===== src/rtl/fiq_pkg.sv =====
package fiq_pkg;
  localparam int N_SRC  = 8;
  localparam int PRIO_W = 3;
  localparam int DATA_W = 32;
  localparam int ADDR_W = 4;

  localparam logic [ADDR_W-1:0] A_VEC       = 4'h0;
  localparam logic [ADDR_W-1:0] A_EOI       = 4'h1;
  localparam logic [ADDR_W-1:0] A_ISR       = 4'h2;
  localparam logic [ADDR_W-1:0] A_PRIO_BASE = 4'h8;
endpackage


===== src/rtl/fiq_req_latch.sv =====
module fiq_req_latch #(
  parameter int N = 8
) (
  input  logic         clk_i,
  input  logic         rst_ni,
  input  logic [N-1:0] src_i,
  input  logic [N-1:0] clr_i,
  output logic [N-1:0] pend_o
);
  logic [N-1:0] src_q, pend_q, rise;

  assign rise = src_i & ~src_q;

  always_ff @(posedge clk_i or negedge rst_ni) begin
    if (!rst_ni) begin
      src_q  <= '0;
      pend_q <= '0;
    end else begin
      src_q  <= src_i;
      // a fresh edge wins over a same-cycle clear
      pend_q <= (pend_q & ~clr_i) | rise;
    end
  end

  assign pend_o = pend_q;


  edge_captured_chk: assert property (@(posedge clk_i) disable iff (!rst_ni)
    (|rise) |=> ((pend_q & $past(rise)) == $past(rise)));
endmodule


===== src/rtl/fiq_prio_bank.sv =====
module fiq_prio_bank #(
  parameter int N  = 8,
  parameter int PW = 3
) (
  input  logic                 clk_i,
  input  logic                 rst_ni,
  input  logic                 we_i,
  input  logic [N-1:0]         sel_i,
  input  logic [PW-1:0]        wdata_i,
  output logic [N-1:0][PW-1:0] prio_o
);
  logic [N-1:0][PW-1:0] prio_q;

  for (genvar k = 0; k < N; k++) begin : g_ent
    always_ff @(posedge clk_i or negedge rst_ni) begin
      if (!rst_ni)                prio_q[k] <= '1;
      else if (we_i && sel_i[k])  prio_q[k] <= wdata_i;
    end


    prio_write_chk: assert property (@(posedge clk_i) disable iff (!rst_ni)
      (we_i && sel_i[k]) |=> (prio_q[k] == $past(wdata_i)));
  end

  assign prio_o = prio_q;
endmodule


===== src/rtl/fiq_pick.sv =====
module fiq_pick #(
  parameter int N  = 8,
  parameter int PW = 3,
  localparam int IW = $clog2(N)
) (
  input  logic [N-1:0]         mask_i,
  input  logic [N-1:0][PW-1:0] prio_i,
  output logic                 found_o,
  output logic [IW-1:0]        idx_o,
  output logic [PW-1:0]        prio_o
);
  always_comb begin
    found_o = 1'b0;
    idx_o   = '0;
    prio_o  = '1;
    // strict compare keeps the lower index on ties
    for (int i = 0; i < N; i++) begin
      if (mask_i[i] && (!found_o || prio_i[i] < prio_o)) begin
        found_o = 1'b1;
        idx_o   = IW'(i);
        prio_o  = prio_i[i];
      end
    end
  end
endmodule


===== src/rtl/fiq_prio_ctrl.sv =====
module fiq_prio_ctrl
  import fiq_pkg::*;
#(
  parameter int N  = N_SRC,
  parameter int PW = PRIO_W,
  parameter int DW = DATA_W,
  parameter int AW = ADDR_W,
  localparam int IW = $clog2(N)
) (
  input  logic          clk_i,
  input  logic          rst_ni,
  input  logic [N-1:0]  src_i,
  input  logic [AW-1:0] bus_addr_i,
  input  logic          bus_we_i,
  input  logic          bus_re_i,
  input  logic [DW-1:0] bus_wdata_i,
  output logic [DW-1:0] bus_rdata_o,
  output logic          fiq_o
);
  logic [N-1:0]         pend, elig, ack_oh, eoi_oh, prio_sel;
  logic [N-1:0][PW-1:0] prio;
  logic [N-1:0]         isr_q;
  logic                 win_found, isr_found, ack_fire, eoi_fire;
  logic [IW-1:0]        win_idx, isr_idx;
  logic [PW-1:0]        win_prio, isr_prio;
  logic                 unused_wdata;

  assign unused_wdata = ^bus_wdata_i[DW-1:PW];

  for (genvar k = 0; k < N; k++) begin : g_dec
    assign prio_sel[k] = (bus_addr_i == A_PRIO_BASE + AW'(k));
  end

  fiq_prio_bank #(.N(N), .PW(PW)) u_prio (
    .clk_i, .rst_ni,
    .we_i    (bus_we_i),
    .sel_i   (prio_sel),
    .wdata_i (bus_wdata_i[PW-1:0]),
    .prio_o  (prio)
  );

  fiq_req_latch #(.N(N)) u_req (
    .clk_i, .rst_ni,
    .src_i,
    .clr_i  (ack_oh),
    .pend_o (pend)
  );

  // most urgent line in service sets the nesting threshold
  fiq_pick #(.N(N), .PW(PW)) u_isr_pick (
    .mask_i (isr_q), .prio_i (prio),
    .found_o (isr_found), .idx_o (isr_idx), .prio_o (isr_prio)
  );

  for (genvar k = 0; k < N; k++) begin : g_elig
    assign elig[k] = pend[k] && (!isr_found || prio[k] < isr_prio);
  end

  fiq_pick #(.N(N), .PW(PW)) u_win_pick (
    .mask_i (elig), .prio_i (prio),
    .found_o (win_found), .idx_o (win_idx), .prio_o (win_prio)
  );

  assign fiq_o    = win_found;
  assign ack_fire = bus_re_i && (bus_addr_i == A_VEC) && win_found;
  assign eoi_fire = bus_we_i && (bus_addr_i == A_EOI) && isr_found;
  assign ack_oh   = ack_fire ? (N'(1) << win_idx) : '0;
  assign eoi_oh   = eoi_fire ? (N'(1) << isr_idx) : '0;

  always_ff @(posedge clk_i or negedge rst_ni) begin
    if (!rst_ni) isr_q <= '0;
    else         isr_q <= (isr_q & ~eoi_oh) | ack_oh;
  end

  always_comb begin
    bus_rdata_o = '0;
    if (bus_addr_i == A_VEC) begin
      bus_rdata_o = win_found ? {{(DW-IW){1'b1}}, win_idx} : '1;
    end else if (bus_addr_i == A_ISR) begin
      bus_rdata_o = DW'(isr_q);
    end else begin
      for (int k = 0; k < N; k++)
        if (prio_sel[k]) bus_rdata_o = DW'(prio[k]);
    end
  end


  ack_marks_service_chk: assert property (@(posedge clk_i) disable iff (!rst_ni)
    (ack_fire && !eoi_fire) |=> ($countones(isr_q) == $countones($past(isr_q)) + 1));


  idle_vector_chk: assert property (@(posedge clk_i) disable iff (!rst_ni)
    (bus_re_i && bus_addr_i == A_VEC && !fiq_o) |-> (bus_rdata_o == '1));


  nest_threshold_chk: assert property (@(posedge clk_i) disable iff (!rst_ni)
    (fiq_o && isr_found) |-> (win_prio < isr_prio));


  eoi_retires_one_chk: assert property (@(posedge clk_i) disable iff (!rst_ni)
    (eoi_fire && !ack_fire) |=> ($countones(isr_q) == $countones($past(isr_q)) - 1));


  eoi_empty_chk: assert property (@(posedge clk_i) disable iff (!rst_ni)
    (bus_we_i && bus_addr_i == A_EOI && isr_q == '0 && !ack_fire) |=> (isr_q == '0));
endmodule


===== config.mk =====
export PLATFORM = sky130hd
export DESIGN_NAME = fiq_prio_ctrl
export DESIGN_NICKNAME = d
export VERILOG_FILES = /design/src/rtl/fiq_pkg.sv /design/src/rtl/fiq_req_latch.sv /design/src/rtl/fiq_prio_bank.sv /design/src/rtl/fiq_pick.sv /design/src/rtl/fiq_prio_ctrl.sv
export SDC_FILE = /design/constraint.sdc
export NUM_CORES = 1
export LEC_CHECK = 0
export ABC_AREA = 1
export BUFFER_PORTS_ARGS = -buffer_cell sky130_fd_sc_hd__buf_2
export CAP_MARGIN = 30
export CORE_MARGIN = 2
export CORE_UTILIZATION = 40
export DETAILED_ROUTE_END_ITERATION = 10
export GPL_ROUTABILITY_DRIVEN = 0
export HOLD_SLACK_MARGIN = 0.08
export PLACE_DENSITY = 0.62
export SYNTH_ARGS = -nofsm -noshare
export SYNTH_HDL_FRONTEND = slang
export SYNTH_SLANG_ARGS = --single-unit
export TNS_END_PERCENT = 10

===== constraint.sdc =====
create_clock -name clk_i -period 16.3 [get_ports clk_i]
set_input_delay 0.815 -clock clk_i [delete_from_list [all_inputs] [get_ports clk_i]]
set_output_delay 0.815 -clock clk_i [all_outputs]
set_load 0.005 [all_outputs]

After elaboration in Yosys (flattened, before gate mapping)
Cells that the tools add are included.
Word-level totals
  register bits: 48
  bits of input ports: 48
  output and inout port bits: 33
  word-level logic and storage cells: 183
Cells by class
  magnitude comparators: 22
  eq/ne operators: 10
  shift-type cells: 2
  multiplexer cells: 58
  bitwise gates (word level): 8
  reduce and logical (&&, ||, !) cells: 72
Operators by type and width (count)
  $mux W32: 9
  $mux W3: 25
  $lt A3 B3 Y1: 22
  $logic_and A1 B1 Y1: 34
  $eq A4 B4 Y1 const B: 8
  $and A8 B8 Y8: 3
  $not A8 Y8: 3
  $logic_or A1 B1 Y1: 22
  $mux W1: 18
  $mux W8: 2
  $or A8 B8 Y8: 2
  $shl A1 B3 Y8 const A: 2
  $logic_not A1 Y1: 15
  $mux W2: 4
  $eq A4 B1 Y1 const B: 1
  $eq A4 B2 Y1 const B: 1
  $logic_not A4 Y1: 1

Depth between registers and ports, before layout
Gate-level depths: netlist of the first run.
  depth in word-level cells: 66
  gate-level depth with buffers: 139
  mapped depth without buffers: 139

Hierarchy
From an unflattened synthesis of the first run, not the netlist that was laid out.
Second synthesis, totals
  cells, all modules: 741
  area total of the unflattened synthesis: 4768.3 µm²
By module, submodules not included
  fiq_pick: times used 2, cells each 180, area each 904.6 µm², seq. area each 0.0 µm²
  fiq_prio_ctrl: times used 1, cells each 215, area each 1413.9 µm², seq. area each 200.2 µm²
  fiq_prio_bank: times used 1, cells each 110, area each 994.7 µm², seq. area each 630.6 µm²
  fiq_req_latch: times used 1, cells each 56, area each 550.5 µm², seq. area each 400.4 µm²

Worst setup path after synthesis of the first run
OpenSTA, ideal clock, no wires.
  kind: flip-flop to output port
  start: reg u_prio.prio_q, in the netlist u_prio.prio_o[2]
  end: out bus_rdata_o[2]
  arrival: 13.030 ns
  required time: 15.485 ns
  setup slack: 2.455 ns
  stages on the path, launching flop included: 123
  path buffers: 0
  cell sequence: dfstp_2 > nor2_1 > ha_1 > inv_1 > a21oi_1 > nand2_1 > nand2_1 > nand2_2 > nand2_2 > nand2_1 > o21ai_0 > ha_1 > nand2_1 > inv_1 > nand2_1 > nand2_1 > nand2_2 > nand2_2 > [... 87 more ...] > o21ai_1 > ha_1 > a21oi_1 > nand2_1 > nand2_1 > nand2_2 > nand2_1 > o21ai_1 > ha_1 > nand2_1 > inv_1 > nand2_1 > nand2_1 > nand2_2 > nand2_4 > nand2_4 > o21ai_1 > nand3_1
Between the ends
  cells in the longest elaborated chain, start to end: 63
  elaborated cells between the ends (all ways): 125
  those cells by class: order compare: 22; mux: 45; reduce/logical: 58
RTL lines
  start, declared: line fiq_prio_bank.sv:12  | logic [N-1:0][PW-1:0] prio_q;
  start signal, assigned by index: line fiq_prio_bank.sv:17  | else if (we_i && sel_i[k]) prio_q[k] <= wdata_i;
  $mux W3: line fiq_pick.sv:18  | if (mask_i[i] && (!found_o || prio_i[i] < prio_o)) begin
  $lt A3 B3 Y1: line fiq_pick.sv:18
  $logic_or A1 B1 Y1: line fiq_pick.sv:18
  $logic_and A1 B1 Y1: line fiq_pick.sv:18
  $mux W3 or $mux W1 (tied branches): line fiq_pick.sv:18
  $lt A3 B3 Y1 or $logic_not A1 Y1 (tied branches): line fiq_pick.sv:18
  $logic_or A1 B1 Y1: line fiq_pick.sv:18
  $logic_and A1 B1 Y1: line fiq_pick.sv:18
  [... 47 more ...]
  $logic_and A1 B1 Y1: line fiq_pick.sv:18
  $mux W3 or $mux W1 (tied branches): line fiq_pick.sv:18
  $lt A3 B3 Y1 or $logic_not A1 Y1 (tied branches): line fiq_pick.sv:18
  $logic_or A1 B1 Y1: line fiq_pick.sv:18
  $logic_and A1 B1 Y1: line fiq_pick.sv:18
  $mux W3 or $mux W1 (tied branches): line fiq_pick.sv:18
  $mux W3: line fiq_prio_ctrl.sv:78  | bus_rdata_o = win_found ? {{(DW-IW){1'b1}}, win_idx} : '1;
  $mux W32 (*): line fiq_prio_ctrl.sv:77  | if (bus_addr_i == A_VEC) begin
  end, declared: line fiq_prio_ctrl.sv:17  | output logic [DW-1:0] bus_rdata_o,
Every way passes the cells marked *; elsewhere a longest branch is shown, timed or not.

Worst setup path after layout of the first run
Same ends and word-level chain as after synthesis.

==> results of run 1 <==
==> worst max-delay path, delay by kind of cell, from the launching register on <==
kind | cells | cell delay, ns
compound gates | 17 | 1.36
fa+ha+maj | 15 | 4.10
buf+inv | 14 | 0.67
flops | 1 | 0.56
simple gates | 87 | 6.98
==> per-stage QoR <==
stage / util, % / instances / hold WS [ns]
6_report: 45.3 / 869 / 0.413
3_3_place_gp: 43.3 / 855 / 0.398
5_1_grt: 45.3 / 869 / 0.428
2_1_floorplan: - / 688 / 0.392
4_1_cts: 44.3 / 864 / 0.415
3_5_place_dp: 43.4 / 856 / 0.401
==> final cells by class <==
type / count / area (sq um) / share of cell area (%)
tap: 140 / 175 / 3.56
clock inverter: 3 / 25.0 / 0.509
inverter: 105 / 395 / 8.04
timing repair buffer: 58 / 320 / 6.52
multi-input combinational: 510 / 2700 / 54.9
sequential: 48 / 1230 / 25.1
clock buffer: 5 / 68.8 / 1.40
==> logic make-up after synthesis <==
group / Yosys count / synth area share (%)
AOI/OAI and AO/OA: 105 / 13.8
buffers and inverters: 130 / 13.1
adders and majority gates: 24 / 6.77
and+or+nand+nor: 381 / 38.6
DFF: 48 / 27.8
==> synth_stat cells, types with 4 or more instances <==
| library cell | count | area, sq um |
|---|---|---|
| a31o_2 | 4 | 35.0 |
| nand2_1 | 220 | 826 |
| inv_2 | 7 | 26.3 |
| nor2_1 | 37 | 139 |
| dfstp_2 | 24 | 631 |
| dfrtp_1 | 24 | 601 |
| or2_2 | 5 | 31.3 |
| o211ai_1 | 8 | 60.1 |
| o21ai_0 | 50 | 250 |
| a21oi_1 | 10 | 50.1 |
| ha_1 | 24 | 300 |
| nand3_1 | 75 | 375 |
| o22ai_1 | 5 | 31.3 |
| buf_4 | 24 | 180 |
| nand2_4 | 11 | 124 |
| nand2_2 | 25 | 156 |
| inv_1 | 94 | 353 |
| o21ai_1 | 13 | 65.1 |
==> worst paths after layout <==
check	start	end	slack, ns	depth (start not counted)
max	u_prio.prio_o[2]$_DFFE_PN1P_	bus_rdata_o[2]	1.46	133
max reg2reg	u_prio.prio_o[2]$_DFFE_PN1P_	u_req.pend_o[0]$_DFF_PN0_	2.41	135
max in group asynchronous	rst_ni	u_prio.prio_o[1]$_DFFE_PN1P_	15.24	2
min reg2reg	u_req.src_q[7]$_DFF_PN0_	u_req.pend_o[7]$_DFF_PN0_	0.41	1
min	u_req.src_q[7]$_DFF_PN0_	u_req.pend_o[7]$_DFF_PN0_	0.41	1
min in group asynchronous	rst_ni	u_prio.prio_o[8]$_DFFE_PN1P_	0.78	1
==> repair_timing <==
action                                 in CTS  in global routing
setup endpoints to repair                   0                 19
endpoints found under the hold margin       0                  0
setup buffers                               0                  5
resized for setup                           0                 31
==> sequential cells by signal, summed over array words and instances, names as in the netlist <==
name,count
u_req.pend_o,8
u_req.src_q,8
u_prio.prio_o,24
isr_q,8
==> metal layers <==
layer,routed length [um],global-route usage (%),up-vias
met3,751,3.08,27
met4,393,7.87,0
li1,-,-,2273
met5,0,0,-
met2,6110,38.3,133
met1,5900,31.8,2100
==> flow_summary_export.csv, run 1 <==
group,metric,value,unit
yosys,synth-edff-count,0,
final_layout,area_growth,10.8,%
final_layout,mostFrequentLayoutCell,"nand2_1",
grt,grt_max_degree,31,
final_layout,fillCellCount,1150,
sta,tns,0,ns
yosys,yosysWarnings,0,
floorplanning,rows,38,
yosys,yosys_most_used_dff,"dfstp_2",
placed_design,io_buffers,51,
grt,grt_pass1_wl,21700,um
yosys,syn_inst,688,
final_layout,finalInstanceArea,0.00491,sq mm
yosys,syn_area,0.00444,sq mm
critical_path,cp.arrival,14.02,ns
status,status,"complete, no violations",
run,maxCapViolCount,0,
critical_path,path_class,"register to primary output",
cts,insertion_delay,0.32,ns
sta,hold_viol,0,
drt,drc_errors,0,
drt,drt-wirelength-per-cell,15.1,um
drt,drt-total-wl,13200,um
grt,grt_pass1_vias,4305,
yosys,syn-mean-instance-area,6.45,sq um
yosys,synth-seq-area-share,27.8,%
critical_path,path_common_cell,"nand2_1",
yosys,async_flop_share,100,%
sta,finalWorstSetupSlack,1.46,ns
floorplanning,die_area,0.0119,sq mm
critical_path,crit_path_max_fanout,9,
cts,clock_path_buffers,2,
cts,hold_buffers,0,
drt,drtPass1Iterations,4,
final_layout,fin_nets,800,
placed_design,preCtsSetupSlack,0.376,ns
cts,numCtsBuffers,5,
floorplanning,die_w,109,um
drt,ant_nets,0,
sta,slew_violations,0,
final_layout,drive_above_1_share,22.2,%
critical_path,cp-start-kind,"register",
critical_path,cp.required,15.49,ns
floorplanning,core,0.0108,sq mm
sta,timing.final.crit_share,91.0,%
grt,grt_util_all_layers,23.4,%
sta,timing.final.crit_period,14.84,ns
drt,vias,4533,
final_layout,diodes,0,
worst_hold_path,min_path_type,"register to register",
sta,timing.fmax,67.4,MHz
drt,viasPerCell,5.22,
placed_design,dpl.hpwl,10500,um
yosys,ys_types,34,
floorplanning,die_h,109,um
yosys,synthesis.nets,760,
critical_path,critical_path.max_stage_delay,0.56,ns
floorplanning,io-pin-count,81,
drt,drt-initial-drc-count,307,
final_layout,layout_common_cells,"nand2_1, inv_1, nand3_1",
sta,fin_worst_skew,0.0139,ns
cts,cts_sinks,48,
cts,htreeDepth,2,
floorplanning,initial_utilization,40.9,%
grt,antenna_found_initial,0,
grt,gr-total-overflow,0,
sta,setup_viol,0,
yosys,yosys_register_bits,48,
cts,cts-root-buf,"clkbuf_8",
sta,tightest_slew,0.529,ns
cts,cts_tree,"done",
critical_path,cp_slowest_cell,"dfstp_2",
cts,clk_pin_slew,0.11,ns
sta,slew_headroom,64.7,%
placed_design,placed_cell_area,0.00471,sq mm
critical_path,endpoint_kind,"primary output",
Power of run 1 is left out: the tool's default activity adds up to more than one toggle a clock period on the data nets, which glitch-free logic cannot reach.
==> run 2, diff against run 1 <==
--- a/config.mk
+++ b/config.mk
@@ -9,11 +9,12 @@
 export BUFFER_PORTS_ARGS = -buffer_cell sky130_fd_sc_hd__buf_2
 export CAP_MARGIN = 30
 export CORE_MARGIN = 2
-export CORE_UTILIZATION = 40
+export CORE_UTILIZATION = 35
 export DETAILED_ROUTE_END_ITERATION = 10
 export GPL_ROUTABILITY_DRIVEN = 0
 export HOLD_SLACK_MARGIN = 0.08
-export PLACE_DENSITY = 0.62
+export PLACE_DENSITY = 0.55
+export REMOVE_ABC_BUFFERS = 1
 export SYNTH_ARGS = -nofsm -noshare
 export SYNTH_HDL_FRONTEND = slang
 export SYNTH_SLANG_ARGS = --single-unit
==> flow_summary_export.csv, run 2 (synthesis results as in run 1) <==
group,metric,value,unit
status,status,"complete, no violations",
critical_path,cp-start-kind,"register",
cts,cts_sinks,48,
final_layout,fin_nets,795,
cts,htreeDepth,2,
sta,hold_viol,0,
sta,timing.final.crit_share,91.9,%
cts,cts_tree,"done",
drt,drt-total-wl,13500,um
critical_path,cp_top_family,"simple AND/OR/NAND/NOR gates",
final_layout,layout_common_cells,"nand2_1, inv_1, nand3_1",
floorplanning,core,0.0125,sq mm
critical_path,critical_path.max_stage_delay,0.59,ns
critical_path,endpoint_kind,"primary output",
sta,slew_violations,0,
floorplanning,die_w,117,um
drt,drc_errors,0,
floorplanning,rows,41,
drt,drt-initial-drc-count,291,
drt,drt-wirelength-per-cell,15.0,um
placed_design,placed_cell_area,0.00474,sq mm
sta,timing.fmax,66.7,MHz
cts,hold_buffers,0,
drt,viasPerCell,5.03,
cts,clock_path_buffers,2,
critical_path,crit_buf_inv,15,
critical_path,crit_path_max_fanout,10,
sta,timing.final.crit_period,14.98,ns
sta,tightest_slew,0.626,ns
critical_path,cp.required,15.49,ns
grt,gr-total-overflow,0,
cts,clk_pin_slew,0.07,ns
sta,slew_headroom,58.2,%
grt,grt_max_degree,49,
placed_design,io_buffers,51,
cts,cts-root-buf,"clkbuf_16",
final_layout,largest_reg_flops,24,
final_layout,mostFrequentLayoutCell,"nand2_1",
final_layout,area_growth,11.6,%
sta,setup_viol,0,
cts,numCtsBuffers,5,
critical_path,path_common_cell,"nand2_1",
floorplanning,die_area,0.0136,sq mm
run,maxCapViolCount,0,
final_layout,drive_above_1_share,21.1,%
placed_design,dpl.hpwl,10700,um
final_layout,diodes,0,
placed_design,placed_cells,888,
cts,insertion_delay,0.31,ns
grt,grt_util_all_layers,21.0,%
drt,vias,4506,
final_layout,final_cells,896,
grt,antenna_found_initial,0,
critical_path,path_class,"register to primary output",
sta,fin_worst_skew,0.0132,ns
grt,grt_pass1_vias,4333,
drt,ant_nets,0,
grt,grt_pass1_wl,21900,um
critical_path,cp_slowest_cell,"dfstp_2",
floorplanning,initial_utilization,35.4,%
critical_path,cp.arrival,14.17,ns
final_layout,finalInstanceArea,0.00495,sq mm
floorplanning,die_h,117,um
floorplanning,io-pin-count,81,
worst_hold_path,min_path_type,"register to register",
drt,drtPass1Iterations,6,
## run 2: per-stage QoR
stage               setup TNS [ns]  hold slack, ns  util, %  setup slack (ns)
detailed placement               0           0.400     37.8             0.317
CTS                              0           0.410     39.2            0.0561
global placement                 0           0.396     37.8             0.644
floorplan                        0           0.392        -              2.43
finish                           0           0.405     39.5              1.32
global route               -0.0136           0.431     39.5           -0.0136
## run 2: final timing paths
check | startpoint | end | cells past startpoint | slack (ns)
setup / recovery | u_prio.prio_o[2]$_DFFE_PN1P_ | bus_rdata_o[2] | 134 | 1.32
min in group asynchronous | rst_ni | isr_q[0]$_DFF_PN0_ | 2 | 0.61
hold reg to reg | u_req.src_q[6]$_DFF_PN0_ | u_req.pend_o[6]$_DFF_PN0_ | 1 | 0.41
setup reg to reg | u_prio.prio_o[2]$_DFFE_PN1P_ | u_req.pend_o[1]$_DFF_PN0_ | 135 | 2.32
hold / removal | u_req.src_q[6]$_DFF_PN0_ | u_req.pend_o[6]$_DFF_PN0_ | 1 | 0.41
max in group asynchronous | rst_ni | isr_q[0]$_DFF_PN0_ | 2 | 15.25
## run 2: layer usage
metal | track usage [%] | vias to the layer above | share of wire [%]
li1 | - | 2267 | -
met2 | 36.0 | 148 | 47
met1 | 27.8 | 2080 | 46
met5 | 0 | - | 0
met3 | 3.11 | 11 | 5.7
met4 | 5.65 | 0 | 1.3
## run 2: worst register-to-register path: cells and delay by family (launching register included)
family	cells	cell delay (ns)
AO/OA/AOI/OAI	15	1.21
flip-flops	1	0.59
buffers and inverters	14	0.55
AND/OR/NAND/NOR	91	7.39
adder cells (fa/ha/maj)	15	4.11
## run 2: area by class of cell
cell class / instances / area [sq um]
multi-input combinational: 510 / 2670
tap: 172 / 215
clock buffer: 5 / 125
fill: 1398 / 7570
clock inverter: 3 / 46.3
inverter: 105 / 395
timing repair buffer: 53 / 270
sequential: 48 / 1230
## run 2: repair_timing
item,CTS,global route
setup endpoints to repair,1,19
resized for setup,1,22
setup buffers,0,0
Power of run 2 is left out for the same reason.
==> run 3, diff against run 2 <==
==> constraint.sdc (replaced) <==
create_clock -name clk_i -period 17.6 [get_ports clk_i]
set_input_delay 0.88 -clock clk_i [delete_from_list [all_inputs] [get_ports clk_i]]
set_output_delay 0.88 -clock clk_i [all_outputs]
set_load 0.005 [all_outputs]
==> flow_summary_export.csv, run 3 (synthesis results as in run 1) <==
group,metric,value,unit
cts,cts_tree,"done",
cts,htreeDepth,2,
sta,fin_worst_skew,0.0111,ns
floorplanning,rows,41,
drt,vias,4521,
sta,whs,0.405,ns
final_layout,fillCellCount,1412,
cts,cts-root-buf,"clkbuf_16",
grt,grt_max_degree,49,
sta,tns,0,ns
final_layout,area_growth,10.7,%
drt,ant_nets,0,
cts,hold_buffers,0,
cts,cts_setup_buffers,0,
sta,slew_headroom,58.0,%
sta,finalWorstSetupSlack,1.62,ns
sta,setup_viol,0,
sta,timing.final.crit_period,15.98,ns
cts,cts_sinks,48,
sta,grt_setup_unrepaired,"false",
sta,timing.fmax,62.6,MHz
critical_path,endpoint_kind,"primary output",
sta,slew_violations,0,
drt,drt-initial-drc-count,316,
placed_design,io_buffers,51,
floorplanning,core,0.0125,sq mm
cts,cts_resized,0,
grt,grt_util_all_layers,21.2,%
critical_path,reg2reg_setup_slack,2.70,ns
critical_path,cp.arrival,15.10,ns
critical_path,cp.required,16.72,ns
status,status,"complete, no violations",
sta,timing.final.crit_share,90.8,%
sta,tightest_slew,0.630,ns
critical_path,crit_path_max_fanout,10,
critical_path,path_class,"register to primary output",
drt,drt-total-wl,13400,um
critical_path,cp-start-kind,"register",
sta,hold_viol,0,
floorplanning,io-pin-count,81,
cts,clock_path_buffers,2,
floorplanning,die_area,0.0136,sq mm
run,maxCapViolCount,0,
cts,numCtsBuffers,5,
grt,grt_pass1_wl,22000,um
drt,drtPass1Iterations,8,
final_layout,drive_above_1_share,19.5,%
final_layout,largest_reg_flops,24,
cts,clk_pin_slew,0.08,ns
final_layout,diodes,0,
critical_path,path_common_cell,"nand2_1",
final_layout,layout_common_cells,"nand2_1, inv_1, nand3_1",
placed_design,preCtsSetupSlack,1.53,ns
floorplanning,initial_utilization,35.4,%
floorplanning,die_w,117,um
worst_hold_path,min_path_type,"register to register",
critical_path,critical_path.max_stage_delay,0.45,ns
grt,grt_pass1_vias,4313,
placed_design,dpl.hpwl,10800,um
grt,antenna_found_initial,0,
drt,drt-wirelength-per-cell,15.0,um
drt,drc_errors,0,
final_layout,mostFrequentLayoutCell,"nand2_1",
final_layout,fin_nets,795,
grt,gr-total-overflow,0,
cts,insertion_delay,0.31,ns
floorplanning,die_h,117,um
critical_path,cp_slowest_cell,"dfrtp_1",
drt,viasPerCell,5.05,
-- run 3: metrics by stage --
stage / utilization, % / std cells / cell area [sq um]
floorplan: - / 663 / 4250
global placement: 37.8 / 888 / 4740
detailed placement: 37.8 / 888 / 4740
CTS: 39.2 / 896 / 4910
global route: 39.2 / 896 / 4910
finish: 39.2 / 896 / 4910
-- run 3: worst paths after layout --
path	to	depth (start not counted)	startpoint
hold / removal	u_req.pend_o[6]$_DFF_PN0_	1	u_req.src_q[6]$_DFF_PN0_
max in group asynchronous	u_req.pend_o[7]$_DFF_PN0_	2	rst_ni
setup / recovery	bus_rdata_o[2]	122	isr_q[0]$_DFF_PN0_
setup reg to reg	u_req.pend_o[2]$_DFF_PN0_	123	isr_q[0]$_DFF_PN0_
min in group asynchronous	isr_q[0]$_DFF_PN0_	2	rst_ni
hold reg to reg	u_req.pend_o[6]$_DFF_PN0_	1	u_req.src_q[6]$_DFF_PN0_
-- run 3: layout make-up --
class                      instances  area (sq um)  area share, %
clock buffer                       5           125           2.55
clock inverter                     3          46.3          0.943
inverter                         105           395           8.06
multi-input combinational        510          2630           53.5
sequential                        48          1230           25.1
tap                              172           215           4.38
timing repair buffer              53           270           5.51
-- run 3: per-layer routing --
metal	share of wire (%)	track usage [%]	vias up
met5	0	0	-
met4	2.3	6.12	0
met3	5.5	2.59	25
met2	47	36.5	156
met1	45	27.9	2081
li1	-	-	2259
-- run 3: critical path, delay by kind of cell, from the launching register on --
family	cells	cell delay, ns
flops	1	0.45
compound gates	17	3.39
fa+ha+maj	15	4.18
buf+inv	15	0.78
simple gates	75	5.96
Power of run 3 is left out for the same reason.
